`src/rtl/tbf_pkg.sv`:
```
package tbf_pkg;
  localparam int NBUF = 3;
  localparam int IW   = $clog2(NBUF);
  typedef logic [IW-1:0] buf_idx_t;

  function automatic buf_idx_t next_idx(input buf_idx_t i);
    if (i == buf_idx_t'(NBUF - 1)) return '0;
    return i + 1'b1;
  endfunction
endpackage

```
`src/rtl/tbf_base_regs.sv`:
```
module tbf_base_regs
  import tbf_pkg::*;
#(
  parameter int AW = 32
) (
  input  logic          clk,
  input  logic          rst,
  input  logic          we,
  input  buf_idx_t      widx,
  input  logic [AW-1:0] wdata,
  input  buf_idx_t      ren_idx,
  input  buf_idx_t      disp_idx,
  output logic [AW-1:0] ren_base,
  output logic [AW-1:0] disp_base
);
  logic [AW-1:0] mem [NBUF];

  // Small distributed RAM; writes accepted only during reset
  always_ff @(posedge clk) begin
    if (rst && we && (int'(widx) < NBUF)) mem[widx] <= wdata;
  end

  assign ren_base  = mem[ren_idx];
  assign disp_base = mem[disp_idx];

  for (genvar g = 0; g < NBUF; g++) begin : g_hold
    assert_base_frozen_R1: assert property (@(posedge clk) disable iff (rst)
      !rst |=> $stable(mem[g]));
  end
endmodule

```
`src/rtl/tbf_seq.sv`:
```
module tbf_seq
  import tbf_pkg::*;
(
  input  logic     clk,
  input  logic     rst,
  input  logic     vsync_en,
  input  logic     vblank,
  input  logic     hblank,
  input  logic     render_done,
  output buf_idx_t ren_idx,
  output buf_idx_t disp_idx,
  output logic     have_disp,
  output logic     stall,
  output logic     flip_done,
  output logic     repeat_flip
);
  buf_idx_t ren_q, q_q, d_q;
  logic     have_q, have_d, stall_q, flip_q, rep_q;

  buf_idx_t n_ren, n_q, n_d;
  logic     n_have_q, n_have_d, n_stall;
  logic     fpoint, do_flip;

  assign fpoint  = vsync_en ? vblank : hblank;
  assign do_flip = fpoint && have_q;

  always_comb begin
    n_ren    = ren_q;
    n_q      = q_q;
    n_d      = d_q;
    n_have_q = have_q;
    n_have_d = have_d;
    n_stall  = stall_q;
    // flip uses the queued frame present at the start of the cycle
    if (do_flip) begin
      n_d      = q_q;
      n_have_d = 1'b1;
      n_have_q = 1'b0;
      if (stall_q) begin
        n_q      = ren_q;
        n_have_q = 1'b1;
        n_ren    = next_idx(ren_q);
        n_stall  = 1'b0;
      end
    end
    // completion is accepted only when not stalled at the start of the cycle
    if (render_done && !stall_q) begin
      if (n_have_q) begin
        n_stall = 1'b1;
      end else begin
        n_q      = ren_q;
        n_have_q = 1'b1;
        n_ren    = next_idx(ren_q);
      end
    end
  end

  always_ff @(posedge clk) begin
    if (rst) begin
      ren_q   <= '0;
      q_q     <= '0;
      d_q     <= '0;
      have_q  <= 1'b0;
      have_d  <= 1'b0;
      stall_q <= 1'b0;
      flip_q  <= 1'b0;
      rep_q   <= 1'b0;
    end else begin
      ren_q   <= n_ren;
      q_q     <= n_q;
      d_q     <= n_d;
      have_q  <= n_have_q;
      have_d  <= n_have_d;
      stall_q <= n_stall;
      flip_q  <= do_flip;
      rep_q   <= fpoint && !have_q;
    end
  end

  assign ren_idx     = ren_q;
  assign disp_idx    = d_q;
  assign have_disp   = have_d;
  assign stall       = stall_q;
  assign flip_done   = flip_q;
  assign repeat_flip = rep_q;

  assert_no_render_on_disp_R9: assert property (@(posedge clk) disable iff (rst)
    have_d |-> (d_q != ren_q));
  assert_queue_distinct_R9: assert property (@(posedge clk) disable iff (rst)
    have_q |-> (q_q != ren_q) && (!have_d || q_q != d_q));
  assert_pulses_exclusive_R6: assert property (@(posedge clk) disable iff (rst)
    !(flip_q && rep_q));
  assert_disp_moves_on_fpoint_R4: assert property (@(posedge clk) disable iff (rst)
    !fpoint |=> $stable(d_q) && !flip_q && !rep_q);
  assert_stall_clears_on_flip_R8: assert property (@(posedge clk) disable iff (rst)
    $fell(stall_q) |-> $past(fpoint));
  assert_render_held_in_stall_R7: assert property (@(posedge clk) disable iff (rst)
    stall_q && !fpoint |=> $stable(ren_q));
endmodule

```
`src/rtl/tribuf_flip_ctrl.sv`:
```
module tribuf_flip_ctrl
  import tbf_pkg::*;
#(
  parameter int AW = 32
) (
  input  logic          clk,
  input  logic          rst,
  input  logic          cfg_we,
  input  logic [1:0]    cfg_idx,
  input  logic [AW-1:0] cfg_addr,
  input  logic          vsync_en,
  input  logic          vblank,
  input  logic          hblank,
  input  logic          render_done,
  output logic [AW-1:0] render_addr,
  output logic [AW-1:0] disp_addr,
  output logic          disp_valid,
  output logic          stall,
  output logic          flip_done,
  output logic          repeat_flip
);
  buf_idx_t      ren_idx, disp_idx;
  logic          have_disp;
  logic [AW-1:0] ren_base, disp_base;

  tbf_seq u_seq (
    .clk         (clk),
    .rst         (rst),
    .vsync_en    (vsync_en),
    .vblank      (vblank),
    .hblank      (hblank),
    .render_done (render_done),
    .ren_idx     (ren_idx),
    .disp_idx    (disp_idx),
    .have_disp   (have_disp),
    .stall       (stall),
    .flip_done   (flip_done),
    .repeat_flip (repeat_flip)
  );

  tbf_base_regs #(.AW(AW)) u_regs (
    .clk       (clk),
    .rst       (rst),
    .we        (cfg_we),
    .widx      (buf_idx_t'(cfg_idx)),
    .wdata     (cfg_addr),
    .ren_idx   (ren_idx),
    .disp_idx  (disp_idx),
    .ren_base  (ren_base),
    .disp_base (disp_base)
  );

  // outputs are a select of registered state and registered bases
  assign render_addr = ren_base;
  assign disp_addr   = have_disp ? disp_base : '0;
  assign disp_valid  = have_disp;

  assert_flip_changes_ptr_R5: assert property (@(posedge clk) disable iff (rst)
    flip_done |-> disp_valid);
  assert_blank_until_flip_R2: assert property (@(posedge clk) disable iff (rst)
    $rose(disp_valid) |-> flip_done);
endmodule

```
`config.mk`:
```
export PLATFORM = sky130hd
export DESIGN_NAME = tribuf_flip_ctrl
export DESIGN_NICKNAME = d
export VERILOG_FILES = /design/src/rtl/tbf_pkg.sv /design/src/rtl/tbf_base_regs.sv /design/src/rtl/tbf_seq.sv /design/src/rtl/tribuf_flip_ctrl.sv
export SDC_FILE = /design/constraint.sdc
export NUM_CORES = 1
export LEC_CHECK = 0
export BUFFER_PORTS_ARGS = -buffer_cell sky130_fd_sc_hd__buf_4
export CELL_PAD_IN_SITES_DETAIL_PLACEMENT = 2
export CELL_PAD_IN_SITES_GLOBAL_PLACEMENT = 2
export CORE_MARGIN = 2
export CORE_UTILIZATION = 38
export DETAILED_ROUTE_END_ITERATION = 12
export GPL_TIMING_DRIVEN = 0
export PLACE_DENSITY_LB_ADDON = 0.1
export SETUP_SLACK_MARGIN = 0.02
export SYNTH_ARGS = -nofsm -noshare
export SYNTH_HDL_FRONTEND = slang
export SYNTH_SLANG_ARGS = --single-unit
```
`constraint.sdc`:
```
create_clock -name clk -period 9.2 [get_ports clk]
set_input_delay 0 -clock clk [delete_from_list [all_inputs] [get_ports clk]]
set_output_delay 0 -clock clk [all_outputs]
set_load 0.1 [all_outputs]
```
==> flow_metrics.py <==
metrics = {
    "setup_path": {
        "critPathLaunchType": "flip-flop",
        "crit_start": "u_seq.ren_idx[1]",
        "crit_fanout": 10,
        "endpoint_kind": "output pin",
        "cp_data_arrival_time_ns": 2.15,
        "rr_startpoint": "u_seq.have_q",
        "reg2reg_depth": 4,
        "cp_slowest_cell": "clkbuf_1",
        "crit_type": "flip-flop to output pin",
        "critPathBufInv": 3,
        "crit_end": "render_addr[4]",
        "ff2ff_setup_slack_ns": 7.96,
        "cp_top_family": "buffers and inverters",
        "critPathRequiredTime_ns": 9.20,
        "worstSetupPathDepth": 5,
        "max_stage_delay_ns": 0.48,
        "path_cells": "buf_2, clkbuf_1, nand2_1, o21ai_0, buf_4",
        "r2r-end": "u_seq.q_q[1]",
    },
    "place": {
        "gp_congestion": 0.742,
        "portBuffers": 108,
        "dp_hpwl_mm": 10.8,
        "dp.cells": 684,
    },
    "sta": {
        "grt_setup_unrepaired": "no",
        "worst_pin_slew_ns": 0.963,
        "slew_headroom": 0.355,
        "fmax_mhz": 466,
        "hold_violations": 0,
        "min_period_over_period": 0.233,
        "fin_crit_ns": 2.15,
        "fin_skew_ns": 0.00241,
        "setup_viol": 0,
        "tns_ns": 0,
        "slew_viol_final": 0,
    },
    "grt": {
        "grt_max_degree": 17,
        "antenna_found_initial": 0,
        "grt_usage": 0.227,
        "grt-ovfl-total": 0,
        "grt_pass1_wl_mm": 23.9,
        "grt_pass1_vias": 4313,
    },
    "route": {
        "wire_per_inst_um": 20.9,
        "antenna_left": 0,
        "num_vias": 3724,
        "drt_iter0_markers": 107,
        "drc": 0,
        "wl_mm": 15.3,
        "vias_per_cell": 5.08,
        "dr.pass1.iters": 4,
    },
    "pwr": {
        "cellLeakagePower_uw": 0.00238,
        "peakVddDrop_uv": 111,
        "cellPowerDensity_nw_per_um2": 191,
    },
    "synthesis": {
        "syn_avg_cell_area_sq_um": 12.5,
        "yosys_warnings": 0,
        "syn-num-nets": 436,
        "synth_seq_cells": 109,
        "syn_inst": 395,
        "synth_seq_area_share": 0.637,
        "synthesis.area_sq_um": 4940,
        "ys_types": 23,
    },
    "cts": {
        "cts_resized": 0,
        "clk_pin_slew_ns": 0.07,
        "cts_tree": "yes",
        "cts.path.max_buffers": 2,
        "holdBufCountCts": 33,
        "numCtsBuffers": 9,
        "clock-sinks": 109,
        "cts-root-buf": "clkbuf_16",
        "cts_setup_buffers": 0,
        "clock_latency_ns": 0.35,
        "ctsHtreeMaxLevel": 3,
    },
    "floorplanning": {
        "core_sq_um": 12700,
        "die_w_um": 118,
        "dieHeight_um": 118,
        "start_util": 0.390,
        "std_cell_rows": 41,
        "dieArea_sq_um": 13900,
        "io_pins": 109,
    },
    "worst_hold_path": {
        "hold_path_class": "input port to flip-flop",
    },
    "finish": {
        "multi_input_area_sq_um": 1650,
        "num_antenna_cells": 0,
        "nets": 597,
        "fill_cells": 1264,
        "fin_cells": 733,
        "regArea_sq_um": 3140,
        "drive_gt1_frac": 0.267,
        "area_growth_pct": 35.3,
    },
    "run": {
        "drv_cap": 0,
    },
    "run_status": {
        "status": "completed",
    },
}
==> logic make-up after synthesis <==
group	after synthesis	synth area share
AOI/OAI and AO/OA	75	0.0798
buffers and inverters	28	0.0314
DFF	109	0.637
muxes	70	0.143
and+or+nand+nor	113	0.109
==> power by group <==
group / internal (uW) / switching [uW] / total, uW / leakage (uW)
clock: 183 / 170 / 353 / 0.000124
sequential: 556 / 9.37 / 565 / 0.000978
combinational: 86.4 / 272 / 359 / 0.00127
==> worst min path at each step <==
stage / start / endpoint / slack, ns / cells past startpoint
6_report: render_done / u_seq.have_q / 0.006 / 3
2_1_floorplan: cfg_addr[0] / u_regs.mem[0][0] / 0.1 / 0
4_1_cts: render_done / u_seq.have_q / 0.004 / 3
5_1_grt: render_done / u_seq.have_q / 0.03 / 3
3_3_place_gp: cfg_addr[29] / u_regs.mem[1][29] / 0.19 / 1
3_5_place_dp: cfg_addr[23] / u_regs.mem[0][23] / 0.20 / 1
==> layout by cell type (no fill, tap or decap), types with 5 or more instances in the layout <==
cell type / synthesis / final
dfxtp_1: 13 / 13
nand2_1: 66 / 66
buf_4: 5 / 113
o21ai_0: 67 / 67
clkbuf_16: 0 / 9
buf_6: 3 / 10
and2_1: 32 / 32
mux2i_1: 68 / 68
a21oi_1: 6 / 6
clkbuf_1: 12 / 15
edfxtp_1: 96 / 96
buf_2: 7 / 7
dlygate4sd3_1: 0 / 33
nand2b_1: 5 / 5
==> final cells by class <==
| type | instances | area share |
|---|---|---|
| timing repair buffer | 150 | 0.187 |
| inverter | 1 | 0.000562 |
| clock inverter | 4 | 0.00375 |
| multi-input combinational | 258 | 0.248 |
| sequential | 109 | 0.471 |
| tap | 172 | 0.0322 |
| buffer | 27 | 0.0227 |
| clock buffer | 12 | 0.0354 |
==> state kept, by name, indices dropped and copies added, names as in the netlist, named ones only <==
name / count
u_seq.have_disp: 1
u_seq.q_q: 2
u_seq.flip_done: 1
u_seq.ren_idx: 2
u_seq.have_q: 1
u_seq.repeat_flip: 1
u_seq.disp_idx: 2
u_regs.mem: 96
u_seq.stall: 1
==> layer usage <==
layer  share of wire  up-vias  GRT usage
met4           0.013        0     0.0640
li1                -     1743          -
met2            0.56       97      0.444
met5               0        -          0
met3           0.031       14     0.0320
met1            0.40     1870      0.254
==> cells in the mapped netlist (all sizes together) <==
| library cell | count | area share |
|---|---|---|
| edfxtp | 96 | 0.58 |
| mux2i | 69 | 0.14 |
| o21ai | 67 | 0.068 |
| nand2 | 66 | 0.050 |
| and2 | 32 | 0.041 |
| buf | 15 | 0.022 |
| dfxtp | 13 | 0.053 |
| clkbuf | 12 | 0.0091 |
| a21oi | 6 | 0.0061 |
| nand2b | 5 | 0.0063 |
| nor3 | 3 | 0.0030 |
| nand3 | 2 | 0.0020 |
| nor3b | 2 | 0.0030 |
| a211oi | 1 | 0.0015 |
| a22oi | 1 | 0.0043 |
| inv | 1 | 0.00076 |
| mux2 | 1 | 0.0023 |
| nor2 | 1 | 0.00076 |
| or3 | 1 | 0.0013 |
| or3b | 1 | 0.0018 |
==> worst min-delay path, cell delays in order <==
cell and delay (ns):
buf_4 0.08, nand2b_1 0.10, a21oi_1 0.13
==> through the flow <==
step / power, uW / area [sq um] / utilization / setup WS (ns) / hold slack (ns)
5_1_grt: 1310 / 6680 / 0.527 / 6.88 / 0.0317
3_5_place_dp: 924 / 6090 / 0.480 / 7.31 / 0.196
4_1_cts: 1280 / 6680 / 0.527 / 6.96 / 0.00416
2_1_floorplan: 833 / 4940 / - / 6.07 / 0.0989
3_3_place_gp: 914 / 5960 / 0.471 / 3.71 / 0.191
6_report: 1280 / 6680 / 0.527 / 7.05 / 0.00570
No activity file was read; power rests on OpenSTA's default activity.
